===== config.mk =====
export PLATFORM = sky130hd
export DESIGN_NAME = uart_irq_flags
export DESIGN_NICKNAME = d
export VERILOG_FILES = /design/src/rtl/uart_irq_pkg.sv /design/src/rtl/uart_flag_cell.sv /design/src/rtl/uart_cts_detect.sv /design/src/rtl/uart_irq_flags.sv
export SDC_FILE = /design/constraint.sdc
export NUM_CORES = 1
export LEC_CHECK = 0
export ABC_AREA = 1
export BUFFER_PORTS_ARGS = -buffer_cell sky130_fd_sc_hd__buf_2
export CAP_MARGIN = 0
export CORE_MARGIN = 5
export CORE_UTILIZATION = 24
export CTS_CLUSTER_DIAMETER = 200
export DETAILED_ROUTE_END_ITERATION = 16
export HOLD_SLACK_MARGIN = 0.05
export PLACE_DENSITY = 0.64
export SYNTH_ARGS = -nofsm -noshare
export SYNTH_HDL_FRONTEND = slang
export SYNTH_HIERARCHICAL = 1
export SYNTH_SLANG_ARGS = --single-unit

===== constraint.sdc =====
create_clock -name clk_i -period 0.9 [get_ports clk_i]
set_input_delay 0.135 -clock clk_i [delete_from_list [all_inputs] [get_ports clk_i]]
set_output_delay 0.135 -clock clk_i [all_outputs]
set_load 0.05 [all_outputs]

===== src/rtl/uart_irq_pkg.sv =====
package uart_irq_pkg;
  localparam int unsigned FLAG_W  = 8;
  localparam int unsigned ERR_W   = 5;
  localparam int unsigned B_DRE   = 0;
  localparam int unsigned B_TXC   = 1;
  localparam int unsigned B_RXC   = 2;
  localparam int unsigned B_RXS   = 3;
  localparam int unsigned B_CTSC  = 4;
  localparam int unsigned B_BRK   = 5;
  localparam int unsigned B_ERR   = 7;
  localparam logic [FLAG_W-1:0] IMPL_MASK = 8'hBF;
  localparam logic [FLAG_W-1:0] W1C_MASK  = 8'hBA;
  localparam logic [1:0]        CTS_PAD_CODE = 2'd2;
endpackage


===== src/rtl/uart_flag_cell.sv =====
module uart_flag_cell (
  input  logic clk_i,
  input  logic rst_ni,
  input  logic set_i,
  input  logic clr_i,
  output logic q_o
);
  always_ff @(posedge clk_i or negedge rst_ni) begin
    if (!rst_ni)    q_o <= 1'b0;
    else if (set_i) q_o <= 1'b1;  // set dominates
    else if (clr_i) q_o <= 1'b0;
  end

  assert_set_wins_R9: assert property (@(posedge clk_i) disable iff (!rst_ni)
    set_i |=> q_o);
endmodule


===== src/rtl/uart_cts_detect.sv =====
module uart_cts_detect #(
  parameter int unsigned STAGES = 2
) (
  input  logic clk_i,
  input  logic rst_ni,
  input  logic cts_i,
  output logic change_o
);
  logic [STAGES-1:0] sync_q;
  logic              prev_q;

  always_ff @(posedge clk_i or negedge rst_ni) begin
    if (!rst_ni) begin
      sync_q <= '0;
      prev_q <= 1'b0;
    end else begin
      sync_q <= {sync_q[STAGES-2:0], cts_i};
      prev_q <= sync_q[STAGES-1];
    end
  end

  assign change_o = sync_q[STAGES-1] ^ prev_q;
endmodule


===== src/rtl/uart_irq_flags.sv =====
module uart_irq_flags
  import uart_irq_pkg::*;
#(
  parameter int unsigned ADDR_W      = 6,
  parameter logic [ADDR_W-1:0] FLAG_ADDR = 6'h18,
  parameter logic [ADDR_W-1:0] DATA_ADDR = 6'h28,
  parameter int unsigned SYNC_STAGES = 2
) (
  input  logic              clk_i,
  input  logic              rst_ni,
  input  logic [ADDR_W-1:0] addr_i,
  input  logic              wr_i,
  input  logic              rd_i,
  input  logic [7:0]        wdata_i,
  output logic [7:0]        rdata_o,
  input  logic [ERR_W-1:0]  err_status_i,
  input  logic [2:0]        frame_fmt_i,
  input  logic [1:0]        tx_pad_cfg_i,
  input  logic              sof_en_i,
  input  logic              rx_en_i,
  input  logic              cts_i,
  input  logic              brk_evt_i,
  input  logic              start_evt_i,
  input  logic              rx_data_evt_i,
  input  logic              tx_done_evt_i,
  input  logic              tx_empty_evt_i,
  input  logic [7:0]        irq_mask_i,
  output logic              irq_o
);
  logic [FLAG_W-1:0] set_v, clr_v, flags;
  logic cts_change, flag_wr, data_wr, data_rd, autobaud;

  uart_cts_detect #(.STAGES(SYNC_STAGES)) u_cts (
    .clk_i(clk_i), .rst_ni(rst_ni), .cts_i(cts_i), .change_o(cts_change)
  );

  assign flag_wr  = wr_i && (addr_i == FLAG_ADDR);
  assign data_wr  = wr_i && (addr_i == DATA_ADDR);
  assign data_rd  = rd_i && (addr_i == DATA_ADDR);
  assign autobaud = (frame_fmt_i == 3'd4) || (frame_fmt_i == 3'd5);

  always_comb begin
    set_v          = '0;
    set_v[B_ERR]   = |err_status_i;
    set_v[B_BRK]   = brk_evt_i && autobaud;
    set_v[B_CTSC]  = cts_change && (tx_pad_cfg_i == CTS_PAD_CODE);
    set_v[B_RXS]   = start_evt_i && sof_en_i;
    set_v[B_RXC]   = rx_data_evt_i && rx_en_i;
    set_v[B_TXC]   = tx_done_evt_i;
    set_v[B_DRE]   = tx_empty_evt_i;
    clr_v          = flag_wr ? (wdata_i & W1C_MASK) : '0;
    clr_v[B_RXC]   = data_rd || !rx_en_i;
    clr_v[B_DRE]   = data_wr;
  end

  for (genvar b = 0; b < FLAG_W; b++) begin : g_bit
    if (IMPL_MASK[b]) begin : g_cell
      uart_flag_cell u_cell (
        .clk_i(clk_i), .rst_ni(rst_ni),
        .set_i(set_v[b]), .clr_i(clr_v[b]), .q_o(flags[b])
      );
    end else begin : g_none
      assign flags[b] = 1'b0;
    end
  end

  assign rdata_o = (addr_i == FLAG_ADDR) ? flags : '0;
  assign irq_o   = |(flags & irq_mask_i & IMPL_MASK);

  assert_err_set_R2: assert property (@(posedge clk_i) disable iff (!rst_ni)
    (|err_status_i) |=> flags[B_ERR]);
  assert_w1c_txc_R3: assert property (@(posedge clk_i) disable iff (!rst_ni)
    (flag_wr && wdata_i[B_TXC] && !tx_done_evt_i) |=> !flags[B_TXC]);
  assert_cts_gate_R4: assert property (@(posedge clk_i) disable iff (!rst_ni)
    (!flags[B_CTSC] && tx_pad_cfg_i != CTS_PAD_CODE && !flag_wr) |=> !flags[B_CTSC]);
  assert_rxc_off_R7: assert property (@(posedge clk_i) disable iff (!rst_ni)
    !rx_en_i |=> !flags[B_RXC]);
  assert_dre_clr_R8: assert property (@(posedge clk_i) disable iff (!rst_ni)
    (data_wr && !tx_empty_evt_i) |=> !flags[B_DRE]);
  assert_irq_idle_R10: assert property (@(posedge clk_i) disable iff (!rst_ni)
    (flags == '0) |-> !irq_o);
endmodule


==> impl_metrics.tcl <==
set metrics [dict create \
    synthCells 107 \
    synthAdderAreaFrac_pct 0 \
    tns_ns -1.768 \
    grt_pass1_vias 758 \
    r2r_end "g_bit[4].g_cell.u_cell/q_o" \
    power_density_nw_per_um2 941.2 \
    wirelength_met1_um 743 \
    synth_top_family_by_area "simple AND/OR/NAND/NOR gates" \
    cts-htree-levels 1 \
    violations "negative setup slack" \
    final_common_cell "buf_2" \
    grt_pass1_wl_um 3029 \
    fin_crit_sh_pct 139.4 \
    cts.reportedPaths.clkPinSlew_ns 0.07 \
    vias 760 \
    antenna_found_initial 0 \
    hold_start "tx_empty_evt_i" \
    layout_common_cells "35 x buf_2, 32 x nand2_1, 25 x inv_1, 10 x dfrtp_1, 10 x buf_6" \
    routed.top_layer "met3" \
    r2r_start "u_cts/sync_q[1]" \
    yosysSeqAreaShare_pct 38.68 \
    ys_ff_latch 10 \
    period_minus_slack_ns 1.255 \
    setup_viol 8 \
    cts_buffers 3 \
    die-area_um2 3833 \
    synth_mux_area_share_pct 0 \
    drc 0 \
    synthSimpleGateAreaFrac_pct 38.49 \
    p_leak_nw 0.7103 \
    nFillCells 263 \
    ys_types 14 \
    wl_met2_um 921 \
    overflow 0 \
    ff_latch_area_um2 250.2 \
    power_mw 1.149 \
    holdPathEnd "g_bit[0].g_cell.u_cell/q_o" \
    status "finished with violations" \
    track_usage_pct 10.87 \
    worstPathRequired_ns 0.76 \
    multiInputGateArea_um2 350.3 \
    ir_worst_vdd_v 0.0006804 \
    synth_fp_nets 151 \
    max_freq_mhz 796.8 \
    cts_sinks 10 \
    drt_wl_total_um 1856 \
    die_height_um 61.92 \
    r2r_slack_ns 0.09 \
    min_path_cells 3 \
    syn-mean-instance-area_um2 6.046 \
    finalWorstSetupSlack_ns -0.3550 \
    port_buffers 46 \
    pin_count 53 \
    num_antenna_cells 0 \
    wl_met3_um 191 \
    initialDrtViolationCount 6 \
    detail-route-antenna-nets 0 \
    clk_latency_ns 0.26 \
    hold_class "in2reg" \
    gp_congestion 0.6873 \
    cp-start-kind "flop" \
    avgRoutedWirePerCell_um 9.518 \
    drtPass1Iterations 6 \
    synth_xor_area_share_pct 0 \
    rsz0062_at_grt "yes" \
    worstSetupPathType "reg2out" \
    final_nets 210 \
    end_kind "primary output" \
    coreArea_um2 2522 \
    root_buffer "clkbuf_4" \
    viasPerCell 3.897 \
    start_util_pct 25.64 \
    num_rows 18 \
    cp.arrival_ns 1.12 \
    reg2regPathDepth 7 \
    finalClockSkew_ns 0.002927 \
    die_w_um 61.92 \
    syn-cell-area_um2 646.9 \
    critPathMaxFanout 3 \
    slew_viol_final 0 \
    post_route_cells_drive_above_1_share_pct 50.91 \
    final_hold_viol_count 0 \
    areaGrowthSynthToFinish_pct 88.78 \
    cts.path.max_buffers 2 \
    maxCapViolCount 0 \
    cts_tree "built" \
    synth_compound_area_share_pct 0.7737 \
    ys_warn_count 6 \
    pre_cts_ws_ns -0.2987 \
    dp_hpwl_um 1503 \
    grt_max_degree 11 \
]
worst max-delay path by stage:
stage / slack, ns / endpoint / start
2_1_floorplan: -0.05 / rdata_o[0] / addr_i[1]
3_5_place_dp: -0.30 / rdata_o[0] / addr_i[1]
4_1_cts: -0.38 / irq_o / g_bit[3].g_cell.u_cell/q_o
3_3_place_gp: -0.27 / rdata_o[0] / addr_i[1]
6_report: -0.36 / irq_o / g_bit[5].g_cell.u_cell/q_o
5_1_grt: -0.46 / irq_o / g_bit[5].g_cell.u_cell/q_o
per-stage QoR:
| step | utilization (%) | std cells | hold WS [ns] | area, µm² |
|---|---|---|---|---|
| CTS | 46.23 | 194 | 0.05648 | 1166 |
| global placement | 40.67 | 186 | 0.005973 | 1026 |
| finish | 48.41 | 195 | 0.06267 | 1221 |
| floorplan | - | 107 | -0.1606 | 735.7 |
| detailed placement | 40.67 | 186 | 0.01011 | 1026 |
| global route | 48.41 | 195 | 0.07493 | 1221 |
cells in the mapped netlist:
cell	instances	area (µm²)
dfrtp_1	10	250.2
nor2_4	1	11.26
and3_2	1	7.510
buf_4	1	7.510
nor2_2	1	6.260
nor2_1	17	63.81
a21oi_1	1	5.000
nand2_2	2	12.51
inv_1	35	131.4
nor3_1	1	5.000
nand2_1	34	127.6
conb_1	1	3.750
nand3_2	1	10.01
nand3_1	1	5.000
area by class of cell:
class,instances,share of cell area [%]
repair buffers,55,32.17
inverters,35,12.60
well taps,30,3.074
clock buffers,4,2.971
flip-flops and latches,10,20.49
multi-input cells,61,28.69
critical path, cell delays in order, from the launching register on:
cell and delay, ns:
dfrtp_1 0.41, nand2_1 0.07, nand2_1 0.05, a21oi_2 0.12
nand2_2 0.07, buf_6 0.15
report_power, final:
part | total, mW | internal (mW) | leakage (nW) | switching (mW)
sequential | 0.475 | 0.465 | 0.100 | 0.0103
combinational | 0.271 | 0.135 | 0.589 | 0.136
clock | 0.404 | 0.245 | 0.0210 | 0.158
total | 1.15 | 0.845 | 0.710 | 0.304
layer usage:
metal / up-vias / track usage (%)
met3: 0 / 4.132
met4: 0 / 3.636
met2: 33 / 18.09
li1: 408 / -
met5: - / 0
met1: 319 / 12.86
kinds of logic after synthesis:
kind of cell | after synthesis
AND/OR/NAND/NOR | 59
buffers and inverters | 36
flip-flops | 10
AO/OA/AOI/OAI | 1
other | 1
sequential cells by signal (all words and copies together), names as in the netlist:
name and count:
g_bit.g_cell.u_cell/q_o 7, u_cts/prev_q 1, u_cts/sync_q 2
repair_timing:
item / in CTS / in global routing
gates cloned: 0 / 0
endpoints found under the hold margin: 12 / 0
endpoints found under the setup margin: 8 / 13
pin swaps: 2 / 8
gates resized for setup: 28 / 14
buffers inserted: 1 / 4
hold buffers: 3 / 0
(Power assumes the default switching activity.)
